File: src/rtl/mpu_bus_pkg.sv
package mpu_bus_pkg;

    localparam int AW          = 5;
    localparam int DW          = 8;
    localparam int DEPTH       = 1 << AW;
    localparam int SYNC_STAGES = 2;
    localparam int ACC_LAT     = 2;

    typedef enum logic [1:0] {
        ST_IDLE = 2'd0,
        ST_WAIT = 2'd1,
        ST_DONE = 2'd2
    } cyc_state_e;

    typedef struct packed {
        logic          is_read;
        logic [AW-1:0] addr;
    } cyc_info_t;

    typedef struct packed {
        logic          as_n;
        logic          rd_n;
        logic          wr_n;
        logic          ds_n;
        logic          rw;
        logic [AW-1:0] addr;
        logic [DW-1:0] data;
    } pad_bundle_t;

    localparam int PAD_W = $bits(pad_bundle_t);

    localparam pad_bundle_t PAD_IDLE = '{
        as_n: 1'b1, rd_n: 1'b1, wr_n: 1'b1, ds_n: 1'b1, rw: 1'b1,
        addr: '0, data: '0
    };

    function automatic logic went_low(input logic prev_n, input logic cur_n);
        return prev_n & ~cur_n;
    endfunction

    function automatic logic went_high(input logic prev, input logic cur);
        return ~prev & cur;
    endfunction

endpackage

File: src/rtl/mbs_pad_pipe.sv
module mbs_pad_pipe #(
    parameter int             W       = 8,
    parameter int             STAGES  = 2,
    parameter logic [W-1:0]   RST_VAL = '0
) (
    input  logic         clk,
    input  logic         rst,
    input  logic [W-1:0] d_i,
    output logic [W-1:0] q_o
);

    logic [W-1:0] stage_q [STAGES];

    generate
        for (genvar s = 0; s < STAGES; s++) begin : g_stage
            if (s == 0) begin : g_first
                always_ff @(posedge clk) begin
                    if (rst) stage_q[s] <= RST_VAL;
                    else     stage_q[s] <= d_i;
                end
            end else begin : g_next
                always_ff @(posedge clk) begin
                    if (rst) stage_q[s] <= RST_VAL;
                    else     stage_q[s] <= stage_q[s-1];
                end
            end
        end
    endgenerate

    assign q_o = stage_q[STAGES-1];

endmodule

File: src/rtl/mbs_regfile.sv
module mbs_regfile
    import mpu_bus_pkg::*;
(
    input  logic          clk,
    input  logic          rst,
    input  logic          we_i,
    input  logic [AW-1:0] waddr_i,
    input  logic [DW-1:0] wdata_i,
    input  logic [AW-1:0] raddr_i,
    output logic [DW-1:0] rdata_o
);

    logic [DW-1:0] mem [DEPTH];

    always_ff @(posedge clk) begin
        if (rst) begin
            for (int i = 0; i < DEPTH; i++) mem[i] <= '0;
        end else if (we_i) begin
            mem[waddr_i] <= wdata_i;
        end
    end

    assign rdata_o = mem[raddr_i];


    commit_chk: assert property (@(posedge clk) disable iff (rst)
        we_i |=> (mem[$past(waddr_i)] == $past(wdata_i)));

endmodule

File: src/rtl/mbs_cycle_ctrl.sv
module mbs_cycle_ctrl
    import mpu_bus_pkg::*;
#(
    parameter int LAT = ACC_LAT
) (
    input  logic          clk,
    input  logic          rst,
    input  logic          style_i,
    input  logic          mux_i,
    input  pad_bundle_t   pad_s_i,
    output cyc_state_e    state_o,
    output cyc_info_t     cyc_o,
    output logic          we_o,
    output logic [AW-1:0] waddr_o,
    output logic [DW-1:0] wdata_o
);

    localparam int CW = (LAT < 2) ? 1 : $clog2(LAT + 1);

    cyc_state_e    state_q;
    cyc_info_t     cyc_q;
    logic [CW-1:0] cnt_q;
    logic          act_prev_q;
    logic          as_prev_q;
    logic [AW-1:0] mux_addr_q;

    logic active_s, read_s, start_s, end_s, as_fall;
    logic [AW-1:0] start_addr;

    always_comb begin
        if (style_i) begin
            active_s = ~pad_s_i.ds_n;
            read_s   = pad_s_i.rw;
        end else begin
            active_s = ~pad_s_i.rd_n | ~pad_s_i.wr_n;
            read_s   = ~pad_s_i.rd_n;
        end
        start_s    = went_high(act_prev_q, active_s);
        end_s      = act_prev_q & ~active_s;
        as_fall    = mux_i & went_low(as_prev_q, pad_s_i.as_n);
        start_addr = mux_i ? mux_addr_q : pad_s_i.addr;
    end

    always_ff @(posedge clk) begin
        if (rst) begin
            state_q    <= ST_IDLE;
            cyc_q      <= '0;
            cnt_q      <= '0;
            act_prev_q <= 1'b0;
            as_prev_q  <= 1'b1;
            mux_addr_q <= '0;
            we_o       <= 1'b0;
            waddr_o    <= '0;
            wdata_o    <= '0;
        end else begin
            act_prev_q <= active_s;
            as_prev_q  <= pad_s_i.as_n;
            we_o       <= 1'b0;
            if (as_fall) mux_addr_q <= pad_s_i.data[AW-1:0];
            case (state_q)
                ST_IDLE: begin
                    if (start_s) begin
                        state_q       <= ST_WAIT;
                        cnt_q         <= CW'(LAT - 1);
                        cyc_q.is_read <= read_s;
                        cyc_q.addr    <= start_addr;
                    end
                end
                ST_WAIT: begin
                    if (end_s)              state_q <= ST_IDLE;
                    else if (cnt_q == '0)   state_q <= ST_DONE;
                    else                    cnt_q   <= cnt_q - 1'b1;
                end
                ST_DONE: begin
                    if (end_s) begin
                        state_q <= ST_IDLE;
                        if (!cyc_q.is_read) begin
                            we_o    <= 1'b1;
                            waddr_o <= cyc_q.addr;
                            wdata_o <= pad_s_i.data;
                        end
                    end
                end
                default: state_q <= ST_IDLE;
            endcase
        end
    end

    assign state_o = state_q;
    assign cyc_o   = cyc_q;


    latency_chk: assert property (@(posedge clk) disable iff (rst)
        (state_q == ST_DONE && $past(state_q) != ST_DONE)
            |-> ($past(state_q) == ST_WAIT && $past(cnt_q) == '0));


    addr_hold_chk: assert property (@(posedge clk) disable iff (rst)
        (state_q != ST_IDLE && $past(state_q) != ST_IDLE) |-> $stable(cyc_q.addr));

endmodule

File: src/rtl/mpu_bus_slave.sv
module mpu_bus_slave
    import mpu_bus_pkg::*;
(
    input  logic          clk,
    input  logic          rst,
    input  logic          bus_style_i,
    input  logic          mux_mode_i,
    input  logic [4:0]    addr_i,
    input  logic          as_n_i,
    input  logic          rd_n_i,
    input  logic          wr_n_i,
    input  logic          ds_n_i,
    input  logic          rw_i,
    input  logic [7:0]    data_i,
    output logic [7:0]    data_o,
    output logic          data_oe_o,
    output logic          rdy_o,
    output logic          ack_n_o
);

    pad_bundle_t   pad_raw, pad_s;
    cyc_state_e    state;
    cyc_info_t     cyc;
    logic          we;
    logic [AW-1:0] waddr;
    logic [DW-1:0] wdata, rdata;
    logic          raw_act, raw_read;

    always_comb begin
        pad_raw.as_n = as_n_i;
        pad_raw.rd_n = rd_n_i;
        pad_raw.wr_n = wr_n_i;
        pad_raw.ds_n = ds_n_i;
        pad_raw.rw   = rw_i;
        pad_raw.addr = addr_i;
        pad_raw.data = data_i;
    end

    mbs_pad_pipe #(
        .W       (PAD_W),
        .STAGES  (SYNC_STAGES),
        .RST_VAL (PAD_IDLE)
    ) i_pipe (
        .clk (clk),
        .rst (rst),
        .d_i (pad_raw),
        .q_o (pad_s)
    );

    mbs_cycle_ctrl #(
        .LAT (ACC_LAT)
    ) i_ctrl (
        .clk     (clk),
        .rst     (rst),
        .style_i (bus_style_i),
        .mux_i   (mux_mode_i),
        .pad_s_i (pad_s),
        .state_o (state),
        .cyc_o   (cyc),
        .we_o    (we),
        .waddr_o (waddr),
        .wdata_o (wdata)
    );

    mbs_regfile i_regs (
        .clk     (clk),
        .rst     (rst),
        .we_i    (we),
        .waddr_i (waddr),
        .wdata_i (wdata),
        .raddr_i (cyc.addr),
        .rdata_o (rdata)
    );

    always_comb begin
        if (bus_style_i) begin
            raw_act  = ~ds_n_i;
            raw_read = ~ds_n_i & rw_i;
        end else begin
            raw_act  = ~rd_n_i | ~wr_n_i;
            raw_read = ~rd_n_i;
        end
        data_oe_o = (state != ST_IDLE) & cyc.is_read & raw_read;
        data_o    = data_oe_o ? rdata : '0;
        rdy_o     = bus_style_i | ~(raw_act & (state != ST_DONE));
        ack_n_o   = ~bus_style_i ? 1'b1 : ~(raw_act & (state == ST_DONE));
    end


    read_data_stable_chk: assert property (@(posedge clk) disable iff (rst)
        (data_oe_o && $past(data_oe_o) && !we) |-> $stable(data_o));


    ack_release_chk: assert property (@(posedge clk) disable iff (rst)
        ($rose(ack_n_o) && bus_style_i) |-> ds_n_i);

endmodule

File: config.mk
export PLATFORM = sky130hd
export DESIGN_NAME = mpu_bus_slave
export DESIGN_NICKNAME = d
export VERILOG_FILES = /design/src/rtl/mpu_bus_pkg.sv /design/src/rtl/mbs_pad_pipe.sv /design/src/rtl/mbs_regfile.sv /design/src/rtl/mbs_cycle_ctrl.sv /design/src/rtl/mpu_bus_slave.sv
export SDC_FILE = /design/constraint.sdc
export NUM_CORES = 1
export LEC_CHECK = 0
export CORE_MARGIN = 2
export CORE_UTILIZATION = 61
export CTS_BUF_LIST = sky130_fd_sc_hd__clkbuf_8
export CTS_CLUSTER_SIZE = 30
export DETAILED_ROUTE_END_ITERATION = 7
export PLACE_DENSITY = 0.85
export SYNTH_ARGS = -nofsm -noshare
export SYNTH_HDL_FRONTEND = slang
export SYNTH_SLANG_ARGS = --single-unit
File: constraint.sdc
create_clock -name clk -period 2.9 [get_ports clk]
set_input_delay 0.725 -clock clk [delete_from_list [all_inputs] [get_ports clk]]
set_output_delay 0.725 -clock clk [all_outputs]
set_load 0.01 [all_outputs]
# Yosys cells after proc, flatten, opt, wreduce, memory -nomap -nowiden

Memory sizes are Yosys's and may differ from the RTL's. A register that Yosys moved wholly into a read port is not among the register bits.
Index checks and enable logic that the tools add are counted.

Add/subtract/negate cells: 1
Eq/ne operators: 8
Mux-type cells: 29
Bitwise operators: 28
Reductions and logical operators: 10

Operators by type and width:

| kind                | count |
|---|---|
| $mux 18             | 2 |
| $mux 5              | 4 |
| $mux 8              | 2 |
| $not 1->1           | 14 |
| $mux 1              | 13 |
| $mux 2              | 6 |
| $and 1x1->1         | 9 |
| $reduce_or 8->1     | 1 |
| $ne 2x2->1 const B  | 3 |
| $pmux 2 s3          | 1 |
| $reduce_and 3->1    | 2 |
| $or 1x1->1          | 5 |
| $logic_not 2->1     | 2 |
| $ne 2x1->1 const B  | 2 |
| $pmux 2 s2          | 1 |
| $reduce_and 4->1    | 1 |
| $reduce_bool 2->1   | 2 |
| $ne 3x1->1 const B  | 1 |
| $reduce_or 3->1     | 1 |
| $eq 2x1->1 const B  | 1 |
| $eq 2x2->1 const B  | 1 |
| $reduce_and 2->1    | 1 |
| $sub 2x1->2 const B | 1 |

Bits in registers: 31
Bits in writable memories: 292
Input bits: 22
Output and inout port bits: 11
Logic and storage cells: 88
Memories: 2

Memory list:

| memory         | depth | bits a word | read ports | clocked after memory_dff | wr ports | RTL line           | text |
|---|---|---|---|---|---|---|---|
| i_regs.mem     | 32    | 8           | 1          | 1                        | 32       | mbs_regfile.sv:13  | `logic [DW-1:0] mem [DEPTH];` |
| i_pipe.stage_q | 2     | 18          | 2          | 0                        | 2        | mbs_pad_pipe.sv:12 | `logic [W-1:0] stage_q [STAGES];` |

# Longest topological paths before layout

Depth after elaboration: 7
Mapped depth: 7
Mapped depth without buffers: 5

# Hierarchy

From an unflattened synthesis, not the netlist that was laid out.

Cell total of the unflattened synthesis: 954
Area, all modules: 14298.7 µm²

By module, submodules not included:

| module         | instances | cells each | area an instance (µm²) | sequential area each (µm²) |
|---|---|---|---|---|
| mbs_regfile    | 1         | 725        | 11817.6                | 7687.4 |
| mbs_cycle_ctrl | 1         | 130        | 1355.0                 | 620.6 |
| mbs_pad_pipe   | 1         | 75         | 973.4                  | 720.7 |
| mpu_bus_slave  | 1         | 24         | 152.6                  | 0.0 |

# Worst setup path before layout

No wires, ideal clock.

Kind: input to output
Start: in bus_style_i
End: out data_o[0]
Data arrival time: 1.700 ns
Required time: 2.175 ns
Path slack: 0.475 ns
Stages on the path: 5
Path buffers: 1
Path through: buf_6 > nor2_1 > a31oi_1 > nor2_1 > o2111a_1

Cells in the longest elaborated chain, start to end: 3

RTL lines:

| element            | RTL line            | text |
|---|---|---|
| start: declaration | mpu_bus_slave.sv:6  | `input logic bus_style_i,` |
| $mux 1             | mpu_bus_slave.sv:76 | `if (bus_style_i) begin` |
| $and 1x1->1        | mpu_bus_slave.sv:83 | `data_oe_o = (state != ST_IDLE) & cyc.is_read & raw_read;` |
| via data_oe_o      | mpu_bus_slave.sv:16 | `output logic data_oe_o,` |
| $mux 8             | mpu_bus_slave.sv:84 | `data_o = data_oe_o ? rdata : '0;` |
| end: declaration   | mpu_bus_slave.sv:15 | `output logic [7:0] data_o,` |

The timed path passes the listed nets, and every way through them passes these cells.

==> impl_metrics.ini <==
[grt]
grt_pass1_wl_um = 48500
antenna_found_initial = 0
grt_remaining_overflow = 0
track_usage = 0.263
grt_pass1_vias = 8708
grt_start_max_net_pins = 56

[yosys]
async_reset_ff_frac = 0
synth_cells = 1041
synth_area_leaders = edfxtp_1, and2_1, dfxtp_1, mux4_2, mux2i_1
syn-cell-area_um2 = 14500
yosysTopAreaCell = edfxtp_1
yosysUniqueCellTypes = 47
synth-main-ff-cell = edfxtp_1
ys_seq_elements = 328
synth_top_cell_area_share = 0.531
ys_seq_area_frac = 0.630
synth_edf_count = 256
synth.avg_cell_area_um2 = 13.9
syn_nets = 1064
ys_warn_count = 0

[setup_path]
r2r_end = i_regs.mem[0][1]
path_cells = buf_12, buf_6, nand2b_1, buf_4, o22ai_1, o41ai_1, o2111a_1, buf_2
cp_num_buf_inv = 4
worstSetupPathType = flop to primary output
slowest_delay_ps = 440
critPathCaptureType = primary output
cpLargestDelayFamily = compound AO/OA/AOI/OAI gates
worst-path-max-fanout = 8
arrival_ps = 2550
r2r_start = i_ctrl.waddr_o[1]
slowest_stage = dfxtp_4
timing.critical_path.from_type = flop
rrSetupSlack_ps = 800
worstPathRequired_ps = 2170
rr_worst_depth = 5

[placed_design]
portBuffers = 32
detailed_place.area_um2 = 15500
place_inst = 1400
gp_congestion = 0.794
dp_hpwl_um = 20600

[cells_and_area]
fill_cells = 1498
layout_common_cells = and2_1, edfxtp_1, buf_4
area_delta_synth_final_pct = 16.2
multiInputGateArea_um2 = 5100
seqCellArea_um2 = 9140
fin_area_um2 = 16800
layout.cells.non_filler = 1508
drive_gt1_frac = 0.264
n_antenna_cell = 0
final_common_cell = and2_1
fin_nets = 1172

[clock_tree]
cts_inserted_buffers = 50
cts_sinks = 328
cts-root-buf = clkbuf_8
clk_path_buf_depth = 3
cts_tree = yes
htree_levels = 2
cts.hold.buffers_added = 0
clk_pin_slew_ps = 60
clock_latency_ps = 580

[detailed_routing]
postRouteAntennaNets = 0
viasPerCell = 5.82
initialDrtViolationCount = 943
avgRoutedWirePerCell_um = 21.6
drc = 0
drtPass1Iterations = 5
totalWireLength_um = 32600
num_vias = 8773

[floorplan]
num_io_pins = 33
core_area_um2 = 23400
die_y_um = 158
start_util = 0.619
die_w_um = 158
rows = 56
dieArea_um2 = 25000

[status]
status = finished with violations
violations = negative setup slack

[timing]
slew_headroom = 0.187
tightestPinTransition_ps = 1220
slew_violations = 0
setup_viol = 8
finalCritPeriodShare = 1.13
grt_setup_unrepaired = yes
hold_violations = 0
fmax_ghz = 0.305
fin_worst_skew_ps = 15.1
period_needed_ps = 3270
final.setup.worst_slack_ps = -373

[min_path]
holdPathStages = 1
hold_end = i_pipe.stage_q[1][14]
hp-class = flop to flop
holdCritStartpoint = i_pipe.stage_q[0][14]

[power_and_ir_drop]
powerDensity_nw_per_um2 = 596
p_comb_frac = 0.096
p_sw_w = 0.00232
power.static_leakage_nw = 6.41
intPower_w = 0.00770
ir_worst_vdd_uv = 371
pwr-share-clk = 0.375
p_sw_frac = 0.232
seq_power_share = 0.529

[flow_run]
maxCapViolations = 0
[registers in the layout, summed over array words and instances, names as in the netlist, 2 cells and up, named ones only]
register,cells
i_ctrl.state_o,2
i_ctrl.cyc_o,6
i_ctrl.cnt_q,2
i_regs.mem,256
i_ctrl.waddr_o,5
i_ctrl.wdata_o,8
i_pipe.stage_q,36
i_ctrl.mux_addr_q,5
[worst max path at each step]
stage	cells past startpoint	end	from	slack, ps
final	8	data_o[2]	flop	-370
after global routing	8	data_o[2]	flop	-470
after CTS	7	data_o[7]	flop	-380
after detailed placement	7	data_o[0]	bus_style_i	-300
after global placement	7	data_o[2]	bus_style_i	-320
after floorplan	5	data_o[0]	bus_style_i	480
[cell families after synthesis]
kind of cell / after synthesis / share of synthesized area
compound gates: 61 / 0.0316
fa+ha+maj: 1 / 0.000864
buf+inv: 77 / 0.0272
flops: 328 / 0.630
mux: 117 / 0.126
simple gates: 457 / 0.184
[metrics by stage]
stage / TNS [ps] / power (W) / hold WS, ps / worst slack, ps / utilization
2_1_floorplan: 0 / 0.00591 / 389 / 475 / -
3_3_place_gp: -2410 / 0.00617 / 392 / -322 / 0.662
3_5_place_dp: -2150 / 0.00620 / 394 / -300 / 0.662
4_1_cts: -2390 / 0.00998 / 409 / -376 / 0.710
5_1_grt: -2760 / 0.0103 / 413 / -474 / 0.719
6_report: -2210 / 0.0100 / 408 / -373 / 0.719
[cell usage after synthesis, drive strengths merged (2+ instances only)]
library cell and count:
nand3b 5, nand2 24, clkbuf 46, mux2i 47, mux2 22, dfxtp 72
o22ai 9, o31ai 6, o2111a 8, inv 6, buf 25, nor2b 39
a211oi 17, a31oi 2, and2 257, a21oi 4, o21ai 8, nand4b 2
mux4 48, or2 45, edfxtp 256, nor2 71, nand2b 4, or3 2
o41ai 2
[layout make-up]
type | instances | share of cell area
clock inverter | 37 | 0.0138
clock buffer | 55 | 0.0450
timing repair buffer | 127 | 0.0700
inverter | 6 | 0.00134
sequential | 328 | 0.543
tap | 319 | 0.0237
multi-input combinational | 636 | 0.303
[layer usage]
| layer | vias to the layer above | global-route usage | part of all wire |
|---|---|---|---|
| li1 | 3957 | - | - |
| met1 | 4305 | 0.344 | 0.38 |
| met2 | 434 | 0.427 | 0.50 |
| met3 | 77 | 0.0523 | 0.092 |
| met4 | 0 | 0.122 | 0.035 |
| met5 | - | 0 | 0 |
[timing repair]
item / CTS / global route
cloned: 1 / 3
pin swaps: 9 / 9
resized for setup: 70 / 17
endpoints found under the setup margin: 9 / 8
buffers inserted: 4 / 8
[power groups by stage]
stage	Clock [W]	Combinational [W]	Sequential (W)
5_1_grt	0.00398	0.00101	0.00532
2_1_floorplan	0	0.000565	0.00535
6_report	0.00376	0.000960	0.00530
3_3_place_gp	0	0.000790	0.00538
3_5_place_dp	0	0.000809	0.00539
4_1_cts	0.00379	0.000887	0.00530
(Power assumes the default switching activity.)
